**src/rtl/cpu16_pkg.sv**
```systemverilog
package cpu16_pkg;

  localparam int unsigned XLEN    = 16;
  localparam int unsigned NREG    = 8;
  localparam int unsigned RIDX_W  = $clog2(NREG);
  localparam int unsigned IMM_W   = 5;
  localparam int unsigned OFF_W   = 9;
  localparam int unsigned VEC_W   = 8;
  localparam int unsigned OPC_W   = 4;
  localparam int unsigned FLAG_W  = 3;

  localparam logic [OPC_W-1:0] OPC_BR   = 4'b0000;
  localparam logic [OPC_W-1:0] OPC_ADD  = 4'b0001;
  localparam logic [OPC_W-1:0] OPC_LD   = 4'b0010;
  localparam logic [OPC_W-1:0] OPC_LEA  = 4'b1110;
  localparam logic [OPC_W-1:0] OPC_TRAP = 4'b1111;

  localparam logic [FLAG_W-1:0] FLG_N = 3'b100;
  localparam logic [FLAG_W-1:0] FLG_Z = 3'b010;
  localparam logic [FLAG_W-1:0] FLG_P = 3'b001;

  typedef enum logic [2:0] {
    ST_FETCH,
    ST_DECODE,
    ST_EXEC,
    ST_MEM,
    ST_WB,
    ST_HALT
  } state_e;

  typedef struct packed {
    logic [OPC_W-1:0]  opc;
    logic [RIDX_W-1:0] dst;
    logic [RIDX_W-1:0] src1;
    logic [RIDX_W-1:0] src2;
    logic              imm_sel;
    logic [XLEN-1:0]   imm;
    logic [XLEN-1:0]   off;
    logic [FLAG_W-1:0] nzp_sel;
    logic [VEC_W-1:0]  vec;
  } dec_t;

  function automatic logic [FLAG_W-1:0] flags_of(input logic [XLEN-1:0] v);
    if (v[XLEN-1])     return FLG_N;
    else if (v == '0)  return FLG_Z;
    else               return FLG_P;
  endfunction

endpackage

```
**src/rtl/cpu16_decode.sv**
```systemverilog
module cpu16_decode
  import cpu16_pkg::*;
(
  input  logic [XLEN-1:0] ir,
  output dec_t            dec
);
  localparam int unsigned DST_LSB  = 9;
  localparam int unsigned SRC1_LSB = 6;
  localparam int unsigned MODE_BIT = 5;

  always_comb begin
    dec.opc     = ir[XLEN-1 -: OPC_W];
    dec.dst     = ir[DST_LSB +: RIDX_W];
    dec.src1    = ir[SRC1_LSB +: RIDX_W];
    dec.src2    = ir[RIDX_W-1:0];
    dec.imm_sel = ir[MODE_BIT];
    dec.imm     = {{(XLEN-IMM_W){ir[IMM_W-1]}}, ir[IMM_W-1:0]};
    dec.off     = {{(XLEN-OFF_W){ir[OFF_W-1]}}, ir[OFF_W-1:0]};
    dec.nzp_sel = ir[DST_LSB +: FLAG_W];
    dec.vec     = ir[VEC_W-1:0];
  end
endmodule

```
**src/rtl/cpu16_regfile.sv**
```systemverilog
module cpu16_regfile
  import cpu16_pkg::*;
(
  input  logic              clk,
  input  logic              rst_n,
  input  logic [RIDX_W-1:0] ra,
  input  logic [RIDX_W-1:0] rb,
  output logic [XLEN-1:0]   rd_a,
  output logic [XLEN-1:0]   rd_b,
  input  logic              we,
  input  logic [RIDX_W-1:0] wa,
  input  logic [XLEN-1:0]   wd
);
  logic [XLEN-1:0] rf_q [NREG];

  for (genvar g = 0; g < NREG; g++) begin : g_reg
    always_ff @(posedge clk) begin
      if (!rst_n)
        rf_q[g] <= '0;
      else if (we && (wa == RIDX_W'(g)))
        rf_q[g] <= wd;
    end
  end

  assign rd_a = rf_q[ra];
  assign rd_b = rf_q[rb];
endmodule

```
**src/rtl/cpu16_exec.sv**
```systemverilog
module cpu16_exec
  import cpu16_pkg::*;
(
  input  dec_t              dec,
  input  logic [XLEN-1:0]   op_a,
  input  logic [XLEN-1:0]   op_b,
  input  logic [XLEN-1:0]   pc,
  input  logic [FLAG_W-1:0] cond,
  output logic [XLEN-1:0]   add_res,
  output logic [XLEN-1:0]   ea,
  output logic              br_take
);
  logic [XLEN-1:0] operand2;

  always_comb begin
    operand2 = dec.imm_sel ? dec.imm : op_b;
    add_res  = op_a + operand2;
    ea       = pc + dec.off;
    br_take  = |(dec.nzp_sel & cond);
  end
endmodule

```
**src/rtl/cpu16_core.sv**
```systemverilog
module cpu16_core
  import cpu16_pkg::*;
#(
  parameter logic [XLEN-1:0]  RESET_PC = 16'h3000,
  parameter logic [VEC_W-1:0] HALT_VEC = 8'h25
) (
  input  logic              clk,
  input  logic              rst_n,
  output logic [XLEN-1:0]   mem_addr,
  input  logic [XLEN-1:0]   mem_rdata,
  output logic [XLEN-1:0]   mem_wdata,
  output logic              mem_we,
  output logic              wb_valid,
  input  logic              wb_ready,
  output logic [RIDX_W-1:0] wb_reg,
  output logic [XLEN-1:0]   wb_data,
  output logic [FLAG_W-1:0] wb_flags,
  output logic              halted
);
  state_e            state_q;
  logic [XLEN-1:0]   pc_q;
  logic [XLEN-1:0]   ir_q;
  logic [XLEN-1:0]   res_q;
  logic [FLAG_W-1:0] cond_q;

  dec_t              dec;
  logic [XLEN-1:0]   rd_a, rd_b, add_res, ea;
  logic              br_take;
  logic              commit;

  cpu16_decode u_dec (
    .ir  (ir_q),
    .dec (dec)
  );

  cpu16_regfile u_rf (
    .clk   (clk),
    .rst_n (rst_n),
    .ra    (dec.src1),
    .rb    (dec.src2),
    .rd_a  (rd_a),
    .rd_b  (rd_b),
    .we    (commit),
    .wa    (dec.dst),
    .wd    (res_q)
  );

  cpu16_exec u_exe (
    .dec     (dec),
    .op_a    (rd_a),
    .op_b    (rd_b),
    .pc      (pc_q),
    .cond    (cond_q),
    .add_res (add_res),
    .ea      (ea),
    .br_take (br_take)
  );

  assign commit = (state_q == ST_WB) && wb_ready;

  always_ff @(posedge clk) begin
    if (!rst_n) begin
      state_q <= ST_FETCH;
      pc_q    <= RESET_PC;
      ir_q    <= '0;
      res_q   <= '0;
      cond_q  <= FLG_Z;
    end else begin
      unique case (state_q)
        ST_FETCH: state_q <= ST_DECODE;
        ST_DECODE: begin
          ir_q    <= mem_rdata;
          pc_q    <= pc_q + XLEN'(1);
          state_q <= ST_EXEC;
        end
        ST_EXEC: begin
          state_q <= ST_FETCH;
          case (dec.opc)
            OPC_ADD: begin
              res_q   <= add_res;
              state_q <= ST_WB;
            end
            OPC_LEA: begin
              res_q   <= ea;
              state_q <= ST_WB;
            end
            OPC_LD:  state_q <= ST_MEM;
            OPC_BR:  if (br_take) pc_q <= ea;
            OPC_TRAP: if (dec.vec == HALT_VEC) state_q <= ST_HALT;
            default: ;
          endcase
        end
        ST_MEM: begin
          res_q   <= mem_rdata;
          state_q <= ST_WB;
        end
        ST_WB: begin
          if (wb_ready) begin
            cond_q  <= flags_of(res_q);
            state_q <= ST_FETCH;
          end
        end
        ST_HALT: state_q <= ST_HALT;
        default: state_q <= ST_FETCH;
      endcase
    end
  end

  always_comb begin
    mem_addr  = pc_q;
    if (state_q == ST_EXEC && dec.opc == OPC_LD) mem_addr = ea;
    mem_wdata = '0;
    mem_we    = 1'b0;
    wb_valid  = (state_q == ST_WB);
    wb_reg    = dec.dst;
    wb_data   = res_q;
    wb_flags  = flags_of(res_q);
    halted    = (state_q == ST_HALT);
  end
endmodule

```
**config.mk**
```make
export PLATFORM = sky130hd
export DESIGN_NAME = cpu16_core
export DESIGN_NICKNAME = d
export VERILOG_FILES = /design/src/rtl/cpu16_pkg.sv /design/src/rtl/cpu16_decode.sv /design/src/rtl/cpu16_regfile.sv /design/src/rtl/cpu16_exec.sv /design/src/rtl/cpu16_core.sv
export SDC_FILE = /design/constraint.sdc
export NUM_CORES = 1
export LEC_CHECK = 0
export BUFFER_PORTS_ARGS = -buffer_cell sky130_fd_sc_hd__buf_2
export CORE_MARGIN = 5
export CORE_UTILIZATION = 45
export CTS_BUF_LIST = sky130_fd_sc_hd__clkbuf_16
export CTS_CLUSTER_SIZE = 12
export DETAILED_ROUTE_END_ITERATION = 7
export PLACE_DENSITY = 0.72
export SYNTH_ARGS = -nofsm -noshare
export SYNTH_HDL_FRONTEND = slang
export SYNTH_SLANG_ARGS = --single-unit
```
**constraint.sdc**
```tcl
create_clock -name clk -period 5.2 [get_ports clk]
set_input_delay 1.04 -clock clk [delete_from_list [all_inputs] [get_ports clk]]
set_output_delay 1.04 -clock clk [all_outputs]
set_load 0.05 [all_outputs]
```
==> results of run 1 <==
[logic make-up after synthesis]
logic type,after synthesis
buffers and inverters,100
AO/OA/AOI/OAI,235
adder cells (fa/ha/maj),33
AND/OR/NAND/NOR,416
XOR/XNOR,21
other,1
flip-flops,188
multiplexers,91
[critical path: stages (launching register included)]
cell,delay (ns)
dfxtp_1,0.41
or3b_1,0.75
nor2_4,0.23
nand3_1,0.69
nand2b_1,0.42
xnor2_1,0.20
buf_2,0.30
[worst max-delay path by stage]
| stage | from | end | slack, ns |
|---|---|---|---|
| 5_1_grt | state_q[1]$_SDFFE_PN0P_ | mem_addr[15] | 0.44 |
| 4_1_cts | state_q[1]$_SDFFE_PN0P_ | mem_addr[15] | 0.72 |
| 3_5_place_dp | flip-flop | wb_data[12]$_SDFFE_PN0P_ | 1.12 |
| 3_3_place_gp | flip-flop | wb_data[12]$_SDFFE_PN0P_ | 1.23 |
| 2_1_floorplan | pc_q[0]$_SDFFE_PN0P_ | mem_addr[10] | 1.29 |
| 6_report | state_q[1]$_SDFFE_PN0P_ | mem_addr[15] | 0.72 |
[per-layer routing]
layer,vias to the layer above,part of all wire
met5,-,0
met4,0,0.023
met3,58,0.077
met2,407,0.49
met1,4346,0.41
li1,4076,-
[registers in the layout (all words and copies together), names as in the netlist, named ones only]
name and count:
state_q 3, wb_data 16, pc_q 16, u_rf.rf_q 128, cond_q 3, ir_q 16
[cells in the mapped netlist, drive strengths merged, types with 8 or more instances]
master	number
mux2	20
inv	19
clkbuf	47
buf	34
nor2b	23
ha	31
nor4	8
o211ai	16
nand3	19
dfxtp	60
xnor2	12
a21oi	40
nand2	113
o21ai	67
a21boi	25
a211oi	21
a31oi	12
and3	8
nor3	21
and2	133
xor2	9
edfxtp	128
nor2	61
mux4	64
[layout make-up]
class | instances | area (µm²)
tap | 330 | 413
multi-input combinational | 813 | 6120
sequential | 188 | 5050
inverter | 19 | 71.3
clock inverter | 15 | 169
timing repair buffer | 81 | 463
clock buffer | 17 | 425
fill | 2224 | 12500
[power by group]
group	total, µW	switching, µW	internal, µW	leakage (µW)
Sequential	1750	89.8	1660	0.00181
Combinational	1110	691	418	0.00266
Clock	1340	647	690	0.000296
Total	4200	1430	2770	0.00476
[per-stage QoR]
stage / cells / worst slack (ns)
5_1_grt: 1463 / 0.442
3_3_place_gp: 1431 / 1.23
3_5_place_dp: 1431 / 1.12
4_1_cts: 1463 / 0.724
2_1_floorplan: 1101 / 1.29
6_report: 1463 / 0.722
==> flow_summary.toml, run 1 <==
[run_status]
run_status = "completed"

[cts]
clkLatencyLatePin_ns = 0.44
cts_resized = 0
clkSlewWorstSetupHoldPaths_ns = 0.07
cts_max_level = 4
cts_sinks = 188
clock-root-buffer = "clkbuf_16"
cts_made_buffers = 17
clk_path_buf_depth = 2
hold_buffers = 0
postCtsSetupBuffers = 0
cts_tree = "yes"

[detailed_routing]
vias_per_cell = 6.07
drc = 0
routedWlPerCell_um = 21.5
routed_wl_um = 31400
vias = 8887
drt_iter0_drc = 1024
ant_nets = 0
firstDrtPassIters = 5

[yosys]
syn_avg_cell_area_um2 = 10.7
synthFlopType = "edfxtp_1"
yosys.area.top_type_share = 0.332
synthSimpleGateAreaFrac = 0.185
ys_warn_count = 0
syn_area_um2 = 11600
synth_edf_count = 128
synth-compound-area-share = 0.135
yosysSeqAreaShare = 0.436
syn_inst = 1085
synth_cell_types = 74
synth-seq-cells = 188
yosys-top-cells-area = "edfxtp_1 (33%), mux4_2 (12%), dfxtp_1 (10%)"
synth_fa_ha_area_frac = 0.0370
muxShareOfSynthArea = 0.150
synthXorXnorAreaFrac = 0.0159
async_flop_share = 0
yosysTopAreaCell = "edfxtp_1"
synth_top_family_by_area = "simple AND/OR/NAND/NOR gates"

[global_route]
overflow = 0
grt.met2_usage = 0.358
grt_antenna_before_repair = 0
use_met1 = 0.295
grt_use_met3 = 0.0344
track_usage = 0.216
grt_pass1_wl_um = 48600
first_global_vias = 8614
grt_max_degree = 57
grt_busiest_layer = "met2"

[sta]
worst-slew-pin-transition_ns = 1.37
skew_ns = 0.00927
rsz0062_at_grt = "no"
slew_headroom = 0.0862
setup_viol = 0
period_share = 0.861
hold_violations = 0
whs_ns = 0.509
fin_tns_setup_ns = 0
max_freq_ghz = 0.223
drv_slew = 0
min_period_ns = 4.48

[finish]
layout_commonest_cell = "and2_1"
fin_area_um2 = 12700
syn2layout_area_growth_pct = 9.77
num-nets-final = 1172
diodes = 0
final_util = 0.503
drive_above_1_share = 0.184
mostFrequentLayoutCells = "and2_1 (132), edfxtp_1 (128), nand2_1 (113), mux4_2 (64), nor2_1 (60)"

[run]
cap_viol_max_count = 0

[setup_path]
crit_path_max_fanout = 27
required_ns = 4.16
arrival_ns = 3.44
cp-start-kind = "flip-flop"
r2r_slack_ns = 1.07
rr_worst_depth = 13
end_kind = "output port"
worst-setup-path-type = "flip-flop to output port"
r2r-end = "wb_data[15]$_SDFFE_PN0P_"

[place]
place_area_um2 = 12100
gp_congestion = 0.925
hpwl_um = 21600
io_buffers = 58

[worst_hold_path]
min_to = "ir_q[15]$_SDFFE_PN0P_"
hold_start = "ir_q[15]$_SDFFE_PN0P_"
hp-class = "flip-flop to flip-flop"
min_path_cells = 2

[power_and_ir_drop]
p_per_area_nw_per_um2 = 330
p_total_uw = 4200
power.leakage_uw = 0.00476
vdd_drop_max_uv = 262

[floorplanning]
initial_core_util = 0.458
die_height_um = 170
core_region_area_um2 = 25300
io_pins = 76
fp.dieW_um = 170
dieArea_um2 = 29000
core.rowCount = 58
(Power assumes the default switching activity.)
==> run 2: changes to the inputs <==
- BUFFER_PORTS_ARGS: -buffer_cell sky130_fd_sc_hd__buf_2 -> -buffer_cell sky130_fd_sc_hd__buf_4
==> run 2 against run 1 <==
Against the previous run: highest routed layer unchanged; largest cell class unchanged; critical path depth grew 2; power up 0.14%; combinational power hardly changed; die area stayed put; sequential cell count unchanged; utilization grew 0.67 points; setup slack gained 0.16 ns; design area up 1.3%; worst hold slack worse by 0.0021 ns; non-clock buffer count grew 5; register-to-register slack hardly changed.
==> flow_summary.toml, run 2 (synthesized netlist as in run 1, its figures left out) <==
[run_status]
run_status = "completed"

[power_and_ir_drop]
switching_power_uw = 1420
p_int_uw = 2780
power_frac_comb = 0.271
p_clk_frac = 0.311
pwr-share-seq = 0.418
vdd_drop_max_uv = 277
power.leakage_uw = 0.00479
p_per_area_nw_per_um2 = 326
swShare = 0.338

[detailed_routing]
firstDrtPassIters = 6
drt_iter0_drc = 956
drc = 0
routedWlPerCell_um = 21.9
vias_per_cell = 6.20
ant_nets = 0
vias = 9099
routed_wl_um = 32200

[finish]
syn2layout_area_growth_pct = 11.2
diodes = 0
largest_reg_flops = 128
max_flop_register = "u_rf.rf_q"
fillerInstances = 2245
layout_commonest_cell = "and2_1"
fin_area_um2 = 12900
drive_above_1_share = 0.188
num-nets-final = 1177
mostFrequentLayoutCells = "and2_1 (132), edfxtp_1 (128), nand2_1 (113), buf_4 (86), mux4_2 (64)"

[cts]
clkLatencyLatePin_ns = 0.45
postCtsSetupBuffers = 0
cts_resized = 0
clk_path_buf_depth = 2
cts_made_buffers = 17
hold_buffers = 0
cts_max_level = 4
cts_tree = "yes"
clock-root-buffer = "clkbuf_16"
cts_sinks = 188
clkSlewWorstSetupHoldPaths_ns = 0.07

[sta]
worst-slew-pin-transition_ns = 0.943
hold_violations = 0
fin_tns_setup_ns = 0
rsz0062_at_grt = "no"
period_share = 0.831
drv_slew = 0
max_freq_ghz = 0.231
setup_viol = 0
slew_headroom = 0.371
min_period_ns = 4.32
skew_ns = 0.0156

[setup_path]
end_kind = "output port"
crit_path_max_fanout = 9
cpMaxStageDelayCell = "dfxtp_1"
arrival_ns = 3.28
worst-setup-path-type = "flip-flop to output port"
cp.buffers_inverters = 1
slowest_delay_ns = 0.56
cp-start-kind = "flip-flop"
cpLargestDelayFamily = "compound AO/OA/AOI/OAI gates"
required_ns = 4.16
path_cells = "ha_1, a211oi_1, o22ai_1, a311o_1, or4b_1, o211ai_2, mux2_1, buf_4"

[run]
cap_viol_max_count = 0

[global_route]
grt_antenna_before_repair = 0
overflow = 0
track_usage = 0.225
grt_pass1_wl_um = 50000
first_global_vias = 8813
grt_max_degree = 61

[worst_hold_path]
hp-class = "flip-flop to flip-flop"

[floorplanning]
core_region_area_um2 = 25300
initial_core_util = 0.458
dieArea_um2 = 29000
core.rowCount = 58
die_height_um = 170
fp.dieW_um = 170
io_pins = 76

[place]
hpwl_um = 21800
place_area_um2 = 12300
io_buffers = 58
gp_congestion = 0.917
## run 2: area by class of cell
| class | count | area, µm² | share of cell area |
|---|---|---|---|
| clock buffers | 17 | 425 | 0.0330 |
| clock inverters | 15 | 150 | 0.0117 |
| inverters | 19 | 71.3 | 0.00554 |
| multi-input cells | 813 | 6120 | 0.476 |
| flip-flops and latches | 188 | 5050 | 0.392 |
| well taps | 330 | 413 | 0.0321 |
| repair buffers | 86 | 646 | 0.0501 |
## run 2: layer usage
layer  part of all wire  GRT usage
met3              0.076     0.0311
met4              0.026     0.0753
met5                  0          0
met1               0.42      0.313
met2               0.48      0.365
## run 2: worst reg2reg max path: stages (launching register included)
cell	delay (ns)
dfxtp_1	0.80
buf_4	0.45
mux4_2	0.36
mux2_2	0.30
fa_1	0.42
a211oi_1	0.41
o21ai_1	0.18
a31oi_1	0.28
o22ai_1	0.15
or4_1	0.41
a21oi_1	0.16
o41ai_1	0.09
## run 2: stage by stage
| step | instances | utilization | hold slack [ns] | setup WS, ns | total power, µW |
|---|---|---|---|---|---|
| after floorplan | 1101 | - | 0.461 | 1.29 | 2620 |
| final | 1468 | 0.510 | 0.507 | 0.880 | 4200 |
| after detailed placement | 1436 | 0.487 | 0.496 | 1.13 | 2910 |
| after CTS | 1468 | 0.510 | 0.506 | 0.903 | 4200 |
| after global placement | 1436 | 0.487 | 0.484 | 1.22 | 2900 |
| after global routing | 1468 | 0.510 | 0.540 | 0.774 | 4380 |
## run 2: final timing paths
kind / startpoint / end / slack [ns] / depth (start not counted)
hold reg to reg: ir_q[14]$_SDFFE_PN0P_ / ir_q[14]$_SDFFE_PN0P_ / 0.51 / 2
hold / removal: ir_q[14]$_SDFFE_PN0P_ / ir_q[14]$_SDFFE_PN0P_ / 0.51 / 2
setup / recovery: ir_q[8]$_SDFFE_PN0P_ / mem_addr[13] / 0.88 / 8
setup reg to reg: flip-flop / wb_data[12]$_SDFFE_PN0P_ / 1.07 / 11
## run 2: power groups by stage
stage	Sequential, µW	Clock (µW)	Combinational, µW
2_1_floorplan	1770	0	849
3_3_place_gp	1780	0	1110
3_5_place_dp	1790	0	1130
4_1_cts	1760	1310	1130
5_1_grt	1770	1370	1240
6_report	1760	1310	1140
==> run 3: changes to the inputs <==
- ABC_AREA: default -> 1
- clock period: 5.2 -> 4.37 ns (I/O delays scaled with it)
==> run 3 against run 2 <==
Against the previous run: design area up 2.0%; synthesized cell count grew 46%; non-clock buffer count down 6; area after synthesis increased by 3.6%; sequential cell count did not move; register-to-register slack worse by 0.33 ns; utilization fell by 0.74 points.
==> flow_summary.toml, run 3 <==
[yosys]
syn_avg_cell_area_um2 = 7.57
yosys-top-cells-area = "edfxtp_1 (32%), dfxtp_1 (10%), o21ai_0 (8.6%)"
synth_edf_count = 128
syn_inst = 1583
synthFlopType = "edfxtp_1"
synth_cell_types = 57
synth-seq-cells = 188
yosysSeqAreaShare = 0.421
yosys.area.top_type_share = 0.321
syn_area_um2 = 12000
yosysTopAreaCell = "edfxtp_1"
synth_common_cells = "nand2_1 (256), nor2_1 (232), o21ai_0 (207), a21oi_1 (146), inv_1 (141)"
synth.most_common_cell = "nand2_1"
async_flop_share = 0
ys_warn_count = 0

[setup_path]
cp-start-kind = "flip-flop"
end_kind = "output port"
slowest_delay_ns = 0.42
cpLargestDelayFamily = "simple AND/OR/NAND/NOR gates"
cp.buffers_inverters = 3
worst-setup-path-type = "flip-flop to output port"
cpMaxStageDelayCell = "fa_1"
crit_path_max_fanout = 5
startpoint = "pc_q[0]$_SDFFE_PN0P_"
arrival_ns = 2.87
path_cells = "ha_1, inv_1, fa_1, inv_1, nand3_1, nand2_1, a21boi_2, or2_1, nand3_1, nand2_1, o21ai_0, buf_4"
required_ns = 3.50

[floorplanning]
initial_core_util = 0.459
die_height_um = 173
core_region_area_um2 = 26100
dieArea_um2 = 30000
core.rowCount = 59
fp.dieW_um = 173
io_pins = 76

[sta]
whs_ns = 0.465
max_freq_ghz = 0.267
hold_violations = 0
rsz0062_at_grt = "no"
period_share = 0.857
setup_viol = 0
skew_ns = 0.0187
fin_tns_setup_ns = 0
slew_headroom = 0.401
drv_slew = 0
min_period_ns = 3.75
worst-slew-pin-transition_ns = 0.897

[cts]
cts_made_buffers = 17
hold_buffers = 0
cts_resized = 0
cts_sinks = 188
clkLatencyLatePin_ns = 0.46
postCtsSetupBuffers = 0
cts_max_level = 4
clock-root-buffer = "clkbuf_16"
clkSlewWorstSetupHoldPaths_ns = 0.09
clk_path_buf_depth = 2
cts_tree = "yes"

[run]
cap_viol_max_count = 0

[finish]
mostFrequentLayoutCells = "nand2_1 (256), nor2_1 (232), o21ai_0 (199), a21oi_1 (146), inv_1 (141)"
max_flop_register = "u_rf.rf_q"
syn2layout_area_growth_pct = 9.51
layout_commonest_cell = "nand2_1"
largest_reg_flops = 128
num-nets-final = 1646
drive_above_1_share = 0.0946
diodes = 0

[global_route]
first_global_vias = 10400
track_usage = 0.238
grt_pass1_wl_um = 57100
grt_antenna_before_repair = 0
grt_max_degree = 55
overflow = 0

[detailed_routing]
drc = 0
routedWlPerCell_um = 19.3
drt_iter0_drc = 1490
ant_nets = 0
vias = 11500
firstDrtPassIters = 6
routed_wl_um = 37400
vias_per_cell = 5.90

[worst_hold_path]
hold_start = "cond_q[2]$_SDFFE_PN0P_"
hp-class = "flip-flop to flip-flop"

[run_status]
run_status = "completed"

[power_and_ir_drop]
p_per_area_nw_per_um2 = 612
vdd_drop_max_uv = 823
power.leakage_uw = 0.00525

[place]
hpwl_um = 25600
io_buffers = 58
gp_congestion = 0.931
run 3: cell count changes after synthesis, sizes merged, moves of 64 or more:
cell | before | now
nand2 | 113 | 260
and2 | 133 | 3
o21ai | 67 | 211
nor2 | 61 | 239
mux4 | 64 | 0
a21oi | 40 | 147
nand3 | 19 | 93
inv | 19 | 150
run 3: final timing paths:
check / to / slack (ns) / cells past startpoint
max: mem_addr[14] / 0.62 / 12
min reg2reg: cond_q[2]$_SDFFE_PN0P_ / 0.47 / 2
min: cond_q[2]$_SDFFE_PN0P_ / 0.47 / 2
max reg2reg: wb_data[14]$_SDFFE_PN0P_ / 0.74 / 16
run 3: final cells by class:
class                      instances  area (µm²)
multi-input combinational       1140        5830
inverter                         167         629
tap                              335         419
clock inverter                    15         180
timing repair buffer              80         601
clock buffer                      17         425
fill                            2521       13000
sequential                       188        5050
run 3: logic make-up (layout without fill, tap and decap cells):
logic type               Yosys count  in the layout  synth area share
buffers and inverters            271            279            0.0983
adder cells (fa/ha/maj)           33             33            0.0357
flip-flops                       188            188             0.421
other                              1             17          0.000313
AND/OR/NAND/NOR                  637            637             0.234
XOR/XNOR                          11             11           0.00804
AO/OA/AOI/OAI                    442            442             0.203
run 3: tightest hold or removal path, stage by stage, from the launching register on:
cell	delay [ns]
dfxtp_1	0.30
inv_1	0.06
a21oi_1	0.06
run 3: per-stage QoR:
| step | power, µW | worst slack, ns | util | std cells | area (µm²) |
|---|---|---|---|---|---|
| 4_1_cts | 7960 | 0.643 | 0.502 | 1942 | 13100 |
| 3_3_place_gp | 6270 | 0.956 | 0.479 | 1910 | 12500 |
| 5_1_grt | 8520 | 0.443 | 0.502 | 1942 | 13100 |
| 6_report | 8030 | 0.623 | 0.502 | 1942 | 13100 |
| 2_1_floorplan | 5290 | 0.723 | - | 1599 | 12000 |
| 3_5_place_dp | 6320 | 0.873 | 0.479 | 1910 | 12500 |
run 3: where the power goes:
part | internal [µW] | switching, µW
combinational | 1300 | 2760
clock | 867 | 786
sequential | 2060 | 254
run 3: layer usage:
metal,GRT usage,part of all wire
met1,0.335,0.42
met2,0.364,0.45
met3,0.0434,0.094
met4,0.0978,0.038
met5,0,0
